## src/rtl/intc_pkg.sv

```systemverilog
package intc_pkg;

    localparam int NUM_SRC     = 96;
    localparam int BANK_W      = 32;
    localparam int NUM_BANKS   = NUM_SRC / BANK_W;
    localparam int SRC_W       = $clog2(NUM_SRC);
    localparam int ADDR_W      = 12;
    localparam int DATA_W      = 32;
    localparam int SRST_CYCLES = 4;
    localparam int SRST_CNT_W  = $clog2(SRST_CYCLES + 1);
    localparam int BANK_STRIDE = 32'h20;

    localparam logic [ADDR_W-1:0] A_REV   = 12'h000;
    localparam logic [ADDR_W-1:0] A_CFG   = 12'h010;
    localparam logic [ADDR_W-1:0] A_STAT  = 12'h014;
    localparam logic [ADDR_W-1:0] A_SORT  = 12'h040;
    localparam logic [ADDR_W-1:0] A_CTRL  = 12'h048;
    localparam logic [ADDR_W-1:0] A_MASK0 = 12'h084;
    localparam logic [ADDR_W-1:0] A_MCLR0 = 12'h088;
    localparam logic [ADDR_W-1:0] A_MSET0 = 12'h08C;
    localparam logic [ADDR_W-1:0] A_PEND0 = 12'h098;

    localparam logic [3:0] REV_MAJOR = 4'd4;
    localparam logic [3:0] REV_MINOR = 4'd0;

    // Interrupt currently presented to the processor
    typedef struct packed {
        logic             valid;
        logic [SRC_W-1:0] num;
    } cur_t;

    // One bus transfer as seen by the decoder
    typedef struct packed {
        logic              wr;
        logic [ADDR_W-1:0] addr;
        logic [DATA_W-1:0] data;
    } bus_req_t;

    function automatic logic [ADDR_W-1:0] bank_addr(input logic [ADDR_W-1:0] base,
                                                    input int b);
        return base + ADDR_W'(b * BANK_STRIDE);
    endfunction

    // Highest-priority (lowest-numbered) set bit
    function automatic logic [SRC_W-1:0] lowest_src(input logic [NUM_SRC-1:0] v);
        logic [SRC_W-1:0] idx;
        idx = '0;
        for (int i = NUM_SRC - 1; i >= 0; i--) begin
            if (v[i]) idx = SRC_W'(i);
        end
        return idx;
    endfunction

    function automatic logic [DATA_W-1:0] sorted_word(input cur_t c, input logic still);
        if (c.valid && still)
            return {{(DATA_W-SRC_W){1'b0}}, c.num};
        return {{(DATA_W-SRC_W){1'b1}}, c.num};
    endfunction

endpackage

```

## src/rtl/intc_mask_bank.sv

```systemverilog
module intc_mask_bank
    import intc_pkg::*;
#(
    parameter int W = BANK_W
) (
    input  logic         clk,
    input  logic         rst,
    input  logic         clr_all,
    input  logic         set_we,
    input  logic         clr_we,
    input  logic [W-1:0] wdata,
    output logic [W-1:0] mask
);

    always_ff @(posedge clk) begin
        if (rst || clr_all) begin
            mask <= '1;
        end else if (set_we) begin
            mask <= mask | wdata;
        end else if (clr_we) begin
            mask <= mask & ~wdata;
        end
    end

endmodule

```

## src/rtl/intc_arbiter.sv

```systemverilog
module intc_arbiter
    import intc_pkg::*;
(
    input  logic               clk,
    input  logic               rst,
    input  logic               clr_all,
    input  logic               ack,
    input  logic [NUM_SRC-1:0] pend,
    output cur_t               cur
);

    logic any_pend;
    assign any_pend = |pend;

    always_ff @(posedge clk) begin
        if (rst) begin
            cur <= '0;
        end else if (clr_all) begin
            cur.valid <= 1'b0;
        end else if (cur.valid) begin
            if (ack) cur.valid <= 1'b0;
        end else if (any_pend) begin
            cur.valid <= 1'b1;
            cur.num   <= lowest_src(pend);
        end
    end

endmodule

```

## src/rtl/intc_srst_ctl.sv

```systemverilog
module intc_srst_ctl
    import intc_pkg::*;
(
    input  logic       clk,
    input  logic       rst,
    input  logic       cfg_we,
    input  logic [1:0] cfg_wdata,
    output logic       start,
    output logic       busy,
    output logic       autoidle
);

    logic [SRST_CNT_W-1:0] cnt;

    assign start = cfg_we && cfg_wdata[1];
    assign busy  = (cnt != '0);

    always_ff @(posedge clk) begin
        if (rst) begin
            cnt <= '0;
        end else if (start) begin
            cnt <= SRST_CNT_W'(SRST_CYCLES);
        end else if (busy) begin
            cnt <= cnt - 1'b1;
        end
    end

    always_ff @(posedge clk) begin
        if (rst) begin
            autoidle <= 1'b0;
        end else if (start) begin
            autoidle <= 1'b0;
        end else if (cfg_we) begin
            autoidle <= cfg_wdata[0];
        end
    end

endmodule

```

## src/rtl/banked_intc.sv

```systemverilog
module banked_intc
    import intc_pkg::*;
(
    input  logic               clk,
    input  logic               rst,
    input  logic [NUM_SRC-1:0] src_lvl,
    input  logic               bus_wr,
    input  logic [ADDR_W-1:0]  bus_addr,
    input  logic [DATA_W-1:0]  bus_wdata,
    output logic [DATA_W-1:0]  bus_rdata,
    output logic               irq_out
);

    bus_req_t           req;
    logic               busy;
    logic               srst_start;
    logic               clr_all;
    logic               autoidle;
    logic               wr_ok;
    logic               ack;
    logic [NUM_SRC-1:0] mask_flat;
    logic [NUM_SRC-1:0] pend_flat;
    cur_t               cur;

    assign req     = '{wr: bus_wr, addr: bus_addr, data: bus_wdata};
    assign wr_ok   = req.wr && !busy;
    assign clr_all = srst_start || busy;
    assign ack     = wr_ok && (req.addr == A_CTRL) && req.data[0];

    intc_srst_ctl u_srst (
        .clk       (clk),
        .rst       (rst),
        .cfg_we    (req.wr && (req.addr == A_CFG)),
        .cfg_wdata (req.data[1:0]),
        .start     (srst_start),
        .busy      (busy),
        .autoidle  (autoidle)
    );

    for (genvar b = 0; b < NUM_BANKS; b++) begin : g_bank
        localparam logic [ADDR_W-1:0] SET_A = bank_addr(A_MSET0, b);
        localparam logic [ADDR_W-1:0] CLR_A = bank_addr(A_MCLR0, b);

        intc_mask_bank #(.W(BANK_W)) u_mask (
            .clk     (clk),
            .rst     (rst),
            .clr_all (clr_all),
            .set_we  (wr_ok && (req.addr == SET_A)),
            .clr_we  (wr_ok && (req.addr == CLR_A)),
            .wdata   (req.data[BANK_W-1:0]),
            .mask    (mask_flat[b*BANK_W +: BANK_W])
        );
    end

    assign pend_flat = src_lvl & ~mask_flat;

    intc_arbiter u_arb (
        .clk     (clk),
        .rst     (rst),
        .clr_all (clr_all),
        .ack     (ack),
        .pend    (pend_flat),
        .cur     (cur)
    );

    assign irq_out = cur.valid;

    always_comb begin
        bus_rdata = '0;
        if (req.addr == A_REV)  bus_rdata = DATA_W'({REV_MAJOR, REV_MINOR});
        if (req.addr == A_CFG)  bus_rdata = DATA_W'({busy, autoidle});
        if (req.addr == A_STAT) bus_rdata = DATA_W'(!busy);
        if (req.addr == A_SORT) bus_rdata = sorted_word(cur, pend_flat[cur.num]);
        for (int b = 0; b < NUM_BANKS; b++) begin
            if (req.addr == bank_addr(A_MASK0, b))
                bus_rdata = DATA_W'(mask_flat[b*BANK_W +: BANK_W]);
            if (req.addr == bank_addr(A_PEND0, b))
                bus_rdata = DATA_W'(pend_flat[b*BANK_W +: BANK_W]);
        end
    end

endmodule

```

## config.mk

```make
export PLATFORM = sky130hd
export DESIGN_NAME = banked_intc
export DESIGN_NICKNAME = d
export VERILOG_FILES = /design/src/rtl/intc_pkg.sv /design/src/rtl/intc_mask_bank.sv /design/src/rtl/intc_arbiter.sv /design/src/rtl/intc_srst_ctl.sv /design/src/rtl/banked_intc.sv
export SDC_FILE = /design/constraint.sdc
export NUM_CORES = 1
export LEC_CHECK = 0
export BUFFER_PORTS_ARGS = -buffer_cell sky130_fd_sc_hd__clkbuf_2
export CORE_ASPECT_RATIO = 1.1
export CORE_MARGIN = 5
export CORE_UTILIZATION = 45
export DETAILED_ROUTE_END_ITERATION = 12
export MAX_ROUTING_LAYER = met4
export PLACE_DENSITY = 0.78
export SETUP_SLACK_MARGIN = 0.3
export SYNTH_ARGS = -nofsm -noshare
export SYNTH_HDL_FRONTEND = slang
export SYNTH_SLANG_ARGS = --single-unit
export TNS_END_PERCENT = 30
```

## constraint.sdc

```tcl
create_clock -name clk -period 4.25 [get_ports clk]
set_clock_uncertainty 0.05 [all_clocks]
set_input_delay 0.85 -clock clk [delete_from_list [all_inputs] [get_ports clk]]
set_output_delay 0.85 -clock clk [all_outputs]
set_load 0.1 [all_outputs]
```

# After elaboration in Yosys (flattened, before gate mapping)
# Cells that the tools add are included.
[classes]
add_sub_neg = 1
multipliers = 0
div_mod_pow = 0
n_lt_le_gt_ge = 1
n_eq_ne = 16
n_shift = 0
mux = 123
bitwise_logic = 11
reduce_logical = 25
[op_table]
columns = ["op", "count"]
rows = [
  ["7-bit 2-to-1 mux", 97],
  ["32-bit 2-to-1 mux", 17],
  ["12-bit by 8-bit equality test with 1-bit output, second input constant", 12],
  ["32-bit AND", 3],
  ["96-bit AND", 1],
  ["96-bit NOT", 1],
  ["32-bit bitwise OR", 3],
  ["96-bit OR reduction", 1],
  ["32-bit NOT", 1],
  ["12-bit by 5-bit equality test with 1-bit output, second input constant", 2],
  ["12-bit by 7-bit equality test with 1-bit output, second input constant", 2],
  ["1-bit logical AND", 12],
  ["12-bit zero test", 1],
  ["7-bit by 8-bit < comparator with 1-bit output, second input constant", 1],
  ["8-bit 2-to-1 mux", 1],
  ["2-bit nonzero test", 4],
  ["1-bit binary-select mux with 7-bit select", 1],
  ["3-bit 2-to-1 mux", 2],
  ["1-bit 2-to-1 mux", 5],
  ["2-bit OR reduction", 2],
  ["3-bit AND reduction", 1],
  ["3-bit nonzero test", 1],
  ["3-bit by 1-bit subtractor with 3-bit output, second input constant", 1],
  ["1-bit logical OR", 2],
  ["other kinds (2)", 3],
]
[word_totals]
reg_bits = 108
latchBits = 0
ram_bits = 0
romBits = 0
in_bits = 143
out_inout_bits = 33
wordCells = 185
n_memories = 0

# Longest topological paths before layout
[logic_depth]
depth_word = 100
ltp_mapped = 11
depth_no_buf = 9

# By module
# A second synthesis with hierarchy kept.
[unflattened]
hier_cells = 1059
hier_area_um2 = 8545.7
[modules_own_cells]
columns = ["mod", "instances", "cells_each", "area_each_um2", "seq_area_each_um2"]
rows = [
  ["intc_mask_bank", 3, 107, 1162.4, 640.6],
  ["banked_intc", 1, 470, 3270.6, 0.0],
  ["intc_arbiter", 1, 245, 1562.7, 160.2],
  ["intc_srst_ctl", 1, 23, 225.2, 80.1],
]

# Least setup slack after synthesis
# OpenSTA, ideal clock, no wires.
[synth_path]
path_kind = "input-to-output"
start = "input port bus_addr[9]"
end = "output port bus_rdata[4]"
arrival_ns = 4.585
required_ns = 3.350
slack_ns = -1.235
cell_stages = 9
path_buffers = 1
cell_sequence = "nor4_4 and3b_1 nand3b_1 nor2_1 clkbuf_1 a22oi_1 nand3_1 a21oi_1 o21ai_0"
[synth_between]
elab_chain_cells = 10
elab_cells_between_ends = 18
classes_between = "9 x eq/ne; 9 x mux"
[synth_rtl]
columns = ["element", "line", "text"]
rows = [
  ["from (decl)", "banked_intc.sv:8", "input logic [ADDR_W-1:0] bus_addr,"],
  ["12-bit by 5-bit equality test with 1-bit output", "banked_intc.sv:71", "if (req.addr == A_CFG) bus_rdata = DATA_W'({busy, autoidle});"],
  ["32-bit 2-to-1 mux", "banked_intc.sv:71", ""],
  ["32-bit 2-to-1 mux", "banked_intc.sv:72", "if (req.addr == A_STAT) bus_rdata = DATA_W'(!busy);"],
  ["32-bit 2-to-1 mux", "banked_intc.sv:73", "if (req.addr == A_SORT) bus_rdata = sorted_word(cur, pend_flat[cur.num]);"],
  ["32-bit 2-to-1 mux", "banked_intc.sv:75", "if (req.addr == bank_addr(A_MASK0, b))"],
  ["32-bit 2-to-1 mux", "banked_intc.sv:77", "if (req.addr == bank_addr(A_PEND0, b))"],
  ["32-bit 2-to-1 mux", "banked_intc.sv:75", ""],
  ["32-bit 2-to-1 mux", "banked_intc.sv:77", ""],
  ["32-bit 2-to-1 mux", "banked_intc.sv:75", ""],
  ["32-bit 2-to-1 mux (*)", "banked_intc.sv:77", ""],
  ["to (decl)", "banked_intc.sv:10", "output logic [DATA_W-1:0] bus_rdata,"],
]
# Mark *: on every way between the ends. The rest lies on a longest branch, timed or not.

# Worst setup path in the final report
[layout_path]
start = "input port bus_addr[2]"
end = "output port bus_rdata[30]"
[layout_between]
elab_chain_cells = 9
elab_cells_between_ends = 16
classes_between = "8 x eq/ne; 8 x mux"
[layout_rtl]
columns = ["element", "line"]
rows = [
  ["12-bit by 5-bit equality test with 1-bit output", "banked_intc.sv:72"],
  ["32-bit 2-to-1 mux", "banked_intc.sv:72"],
  ["32-bit 2-to-1 mux", "banked_intc.sv:73"],
  ["32-bit 2-to-1 mux", "banked_intc.sv:75"],
  ["32-bit 2-to-1 mux", "banked_intc.sv:77"],
  ["32-bit 2-to-1 mux", "banked_intc.sv:75"],
  ["32-bit 2-to-1 mux", "banked_intc.sv:77"],
  ["32-bit 2-to-1 mux", "banked_intc.sv:75"],
  ["32-bit 2-to-1 mux (*)", "banked_intc.sv:77"],
]
# Marks and branches as above.

==> metrics.md <==
| Metric | Value |
|---|---|
| Clk_lat worst skew | `0.37 ns` |
| Seq/Total Area, Yosys | `25.0%` |
| Crit Path Class | `in -> out` |
| Largest family of logic cells by synthesized area | `compound AO/OA/AOI/OAI gates` |
| Ys Warns | `0` |
| N_diodes | `0` |
| Share of layout cells above drive strength 1 | `30.4%` |
| Chip Height | `155 um` |
| Clock tree root buffer cell | `clkbuf_16` |
| Filler cells | `1,700` |
| Tightest Pin Transition | `0.846 ns` |
| EDFF count, synth | `0` |
| IR drop worst, VDD | `395 uV` |
| Fin crit share | `98.5%` |
| H-tree level count | `3` |
| Power per standard cell area | `203 mW/mm^2` |
| Syn Area/Cell | `7.57 sq um` |
| Routed Antenna Nets | `0` |
| Cell Rows | `53` |
| Min Tclk post-route | `4.19 ns` |
| Largest net degree at the start of global routing | `65` |
| Vias in the first global route | `10,500` |
| Compound-Gate Fraction of Synth Area | `32.1%` |
| Post-synthesis mux area share | `8.26%` |
| Hold_buf cts | `0` |
| Max Buffers Root-to-Sink | `2` |
| Status | `completed` |
| Iteration-0 DRC Markers | `1,483` |
| Final number of max-transition violations | `0` |
| Crit path required time | `3.35 ns` |
| CTS tree | `done` |
| Fmax | `239 MHz` |
| Adder-cell share of the synthesized area | `0.290%` |
| Placer's final routability congestion estimate | `1.12` |
| Initial antenna violation count | `0` |
| Final setup fails | `0` |
| Dpl hpwl | `32,200 um` |
| Num CTS Buffers | `9` |
| Die area | `0.0221 sq mm` |
| Final Hold Fails | `0` |
| Critical Path Fanout Max | `7` |
| Main synth FF type | `dfxtp_1` |
| Commonest non-fill, non-tap cell in the layout | `nand2_1` |
| Critical Path Source Type | `input pin` |
| Layout area overhead | `36.5%` |
| RSZ-0062 raised after global routing | `true` |
| Clk sinks | `108` |
| Worst setup EP type | `output port` |
| Min-Delay Path Class | `reg -> reg` |
| Final instance area | `0.0118 sq mm` |
| Max cap viols | `0` |
| Syn nets | `1,286` |
| Cell variety after synth | `63` |
| Area of the multi-input gates | `0.00651 sq mm` |
| #FFs+latches synth | `108` |
| Slew Limit Headroom | `43.6%` |
| WL/cell | `25.5 um` |
| Routed WL | `41,700 um` |
| Area of the mapped netlist | `0.00864 sq mm` |
| Vias | `10,900` |
| Residual DRC | `0` |
| Synth Area in Simple Gates | `30.6%` |
| NumNets Final | `1,528` |
| Die Width | `142 um` |
| IO buf count | `175` |
| Reg area | `0.00216 sq mm` |
| Worst EP arrival | `3.29 ns` |
| XOR/XNOR share of the synthesized area | `0.101%` |
| First-pass GRT wire length | `61,200 um` |
| Core area | `0.0190 sq mm` |
| Drt pass-1 iters | `6` |
| CP most frequent cell | `buf_12` |
| Cells after Synth | `1,141` |
| Reg clk slew, reported paths | `0.08 ns` |
| Leakage power | `5.20 nW` |
| Slowest CP cell | `o41a_1` |
| FFs w/ async S/R, synth | `0%` |
| DP Area | `0.0111 sq mm` |
| Vias per cell | `6.64` |
| Max incr delay on CP | `0.43 ns` |
| Ports | `176` |
| Most frequent cells in the layout | `203 x nand2_1, 134 x clkbuf_2, 117 x a21oi_1` |
| Min Hold Slack | `0.446 ns` |
| Crit-path cells | `clkbuf_2, nor2_4, nand2_2, nor4_4, buf_4, o311ai_4, o41a_1, o221a_4, buf_12, buf_6, a311oi_2, a211o_1, buf_12` |
| Gr ovfl total | `0` |
| Total global-route track usage | `37.1%` |
| Initial Utilization | `45.4%` |
synth_stat cells, types with 2 or more instances:
cell type	count	share of area, %
a22oi_1	3	0.26
ha_1	2	0.29
a222oi_1	2	0.23
buf_6	3	0.39
nor2b_1	49	3.5
a31oi_1	10	0.72
or3_1	13	0.94
mux2_2	2	0.26
mux4_2	24	6.3
o2111ai_1	6	0.61
nand3b_1	6	0.52
o21ai_0	32	1.9
nor3_1	16	0.93
buf_2	5	0.29
a311oi_1	12	1.2
o22ai_1	4	0.29
and3_1	6	0.43
a21oi_1	120	7.0
a211o_1	47	4.8
a21o_1	4	0.35
a2111oi_0	3	0.30
o211ai_1	69	6.0
a211oi_1	8	0.70
nand2b_1	94	6.8
nor4_1	12	0.87
clkbuf_1	55	2.4
a311oi_2	14	2.4
or4_1	3	0.26
a21boi_0	35	3.0
nor4_4	2	0.49
nand2_1	204	8.9
nor4b_1	2	0.20
nor2_1	53	2.3
a221oi_1	4	0.41
inv_1	8	0.35
o21bai_1	3	0.26
nand3_1	21	1.2
mux2i_1	15	1.7
nand4_1	27	2.0
o21ai_1	2	0.12
a2111o_1	2	0.26
dfxtp_1	108	25
or2_2	6	0.43
o31ai_1	5	0.43
and4_1	2	0.20
cell families (layout without fill, tap and decap cells):
| group | Yosys count | in the layout |
|---|---|---|
| and+or+nand+nor | 522 | 522 |
| adders and majority gates | 2 | 2 |
| muxes | 41 | 41 |
| buffers and inverters | 75 | 322 |
| xor gates and xnor gates | 1 | 1 |
| DFF | 108 | 108 |
| AOI/OAI and AO/OA | 392 | 392 |
report_power, final:
part	internal, mW	switching (mW)	total (mW)
registers	1.02	0.00548	1.03
logic	0.131	0.294	0.425
clock network	0.488	0.455	0.943
total	1.64	0.755	2.40
path summary, 6_finish.rpt:
path	startpoint	endpoint	slack (ns)	depth (start not counted)
worst max-delay path	bus_addr[2]	bus_rdata[30]	0.06	13
worst min-delay path	flop	flop	0.45	2
worst min register to register	flop	flop	0.45	2
worst max register to register	flop	u_arb.cur[2]$_SDFFE_PP0P_	1.03	9
final cells by class:
| class | count | share of cell area [%] |
|---|---|---|
| repair buffers | 296 | 20.8 |
| well taps | 247 | 2.62 |
| multi-input cells | 958 | 55.2 |
| inverters | 10 | 0.361 |
| clock buffers | 10 | 2.03 |
| clock inverters | 6 | 0.647 |
| flip-flops and latches | 108 | 18.3 |
repair_timing:
| item | CTS | global route |
|---|---|---|
| hold endpoints to repair | 0 | 0 |
| endpoints found under the setup margin | 28 | 30 |
| cloned | 0 | 1 |
| pin swaps | 8 | 42 |
| setup buffers | 3 | 2 |
| resized for setup | 18 | 58 |
layer usage:
metal	wire length [um]	share of wire [%]	vias to the layer above	track usage, %
li1	-	-	4772	-
met1	16200	39	5180	47.8
met2	19300	46	726	58.0
met3	4070	9.8	174	6.06
met4	2140	5.1	0	15.4
met5	0	0	-	-
per-stage QoR:
step | total power, mW | setup TNS [ns] | setup slack (ns) | instances | util [%]
final | 2.40 | 0 | 0.0624 | 1635 | 62.0
after floorplan | 1.26 | -0.893 | -0.0623 | 1141 | -
after detailed placement | 1.45 | -0.0203 | -0.0147 | 1613 | 58.2
after CTS | 2.38 | 0 | 0.0907 | 1632 | 60.5
after global placement | 1.44 | 0 | 0.00495 | 1613 | 58.2
after global routing | 2.47 | -0.0727 | -0.0356 | 1635 | 62.0
worst max-delay path, delay by kind of cell:
family / cells / cell delay, ns
AOI/OAI and AO/OA: 5 / 1.12
buffers and inverters: 5 / 0.82
and+or+nand+nor: 3 / 0.50
(Power assumes the default switching activity.)
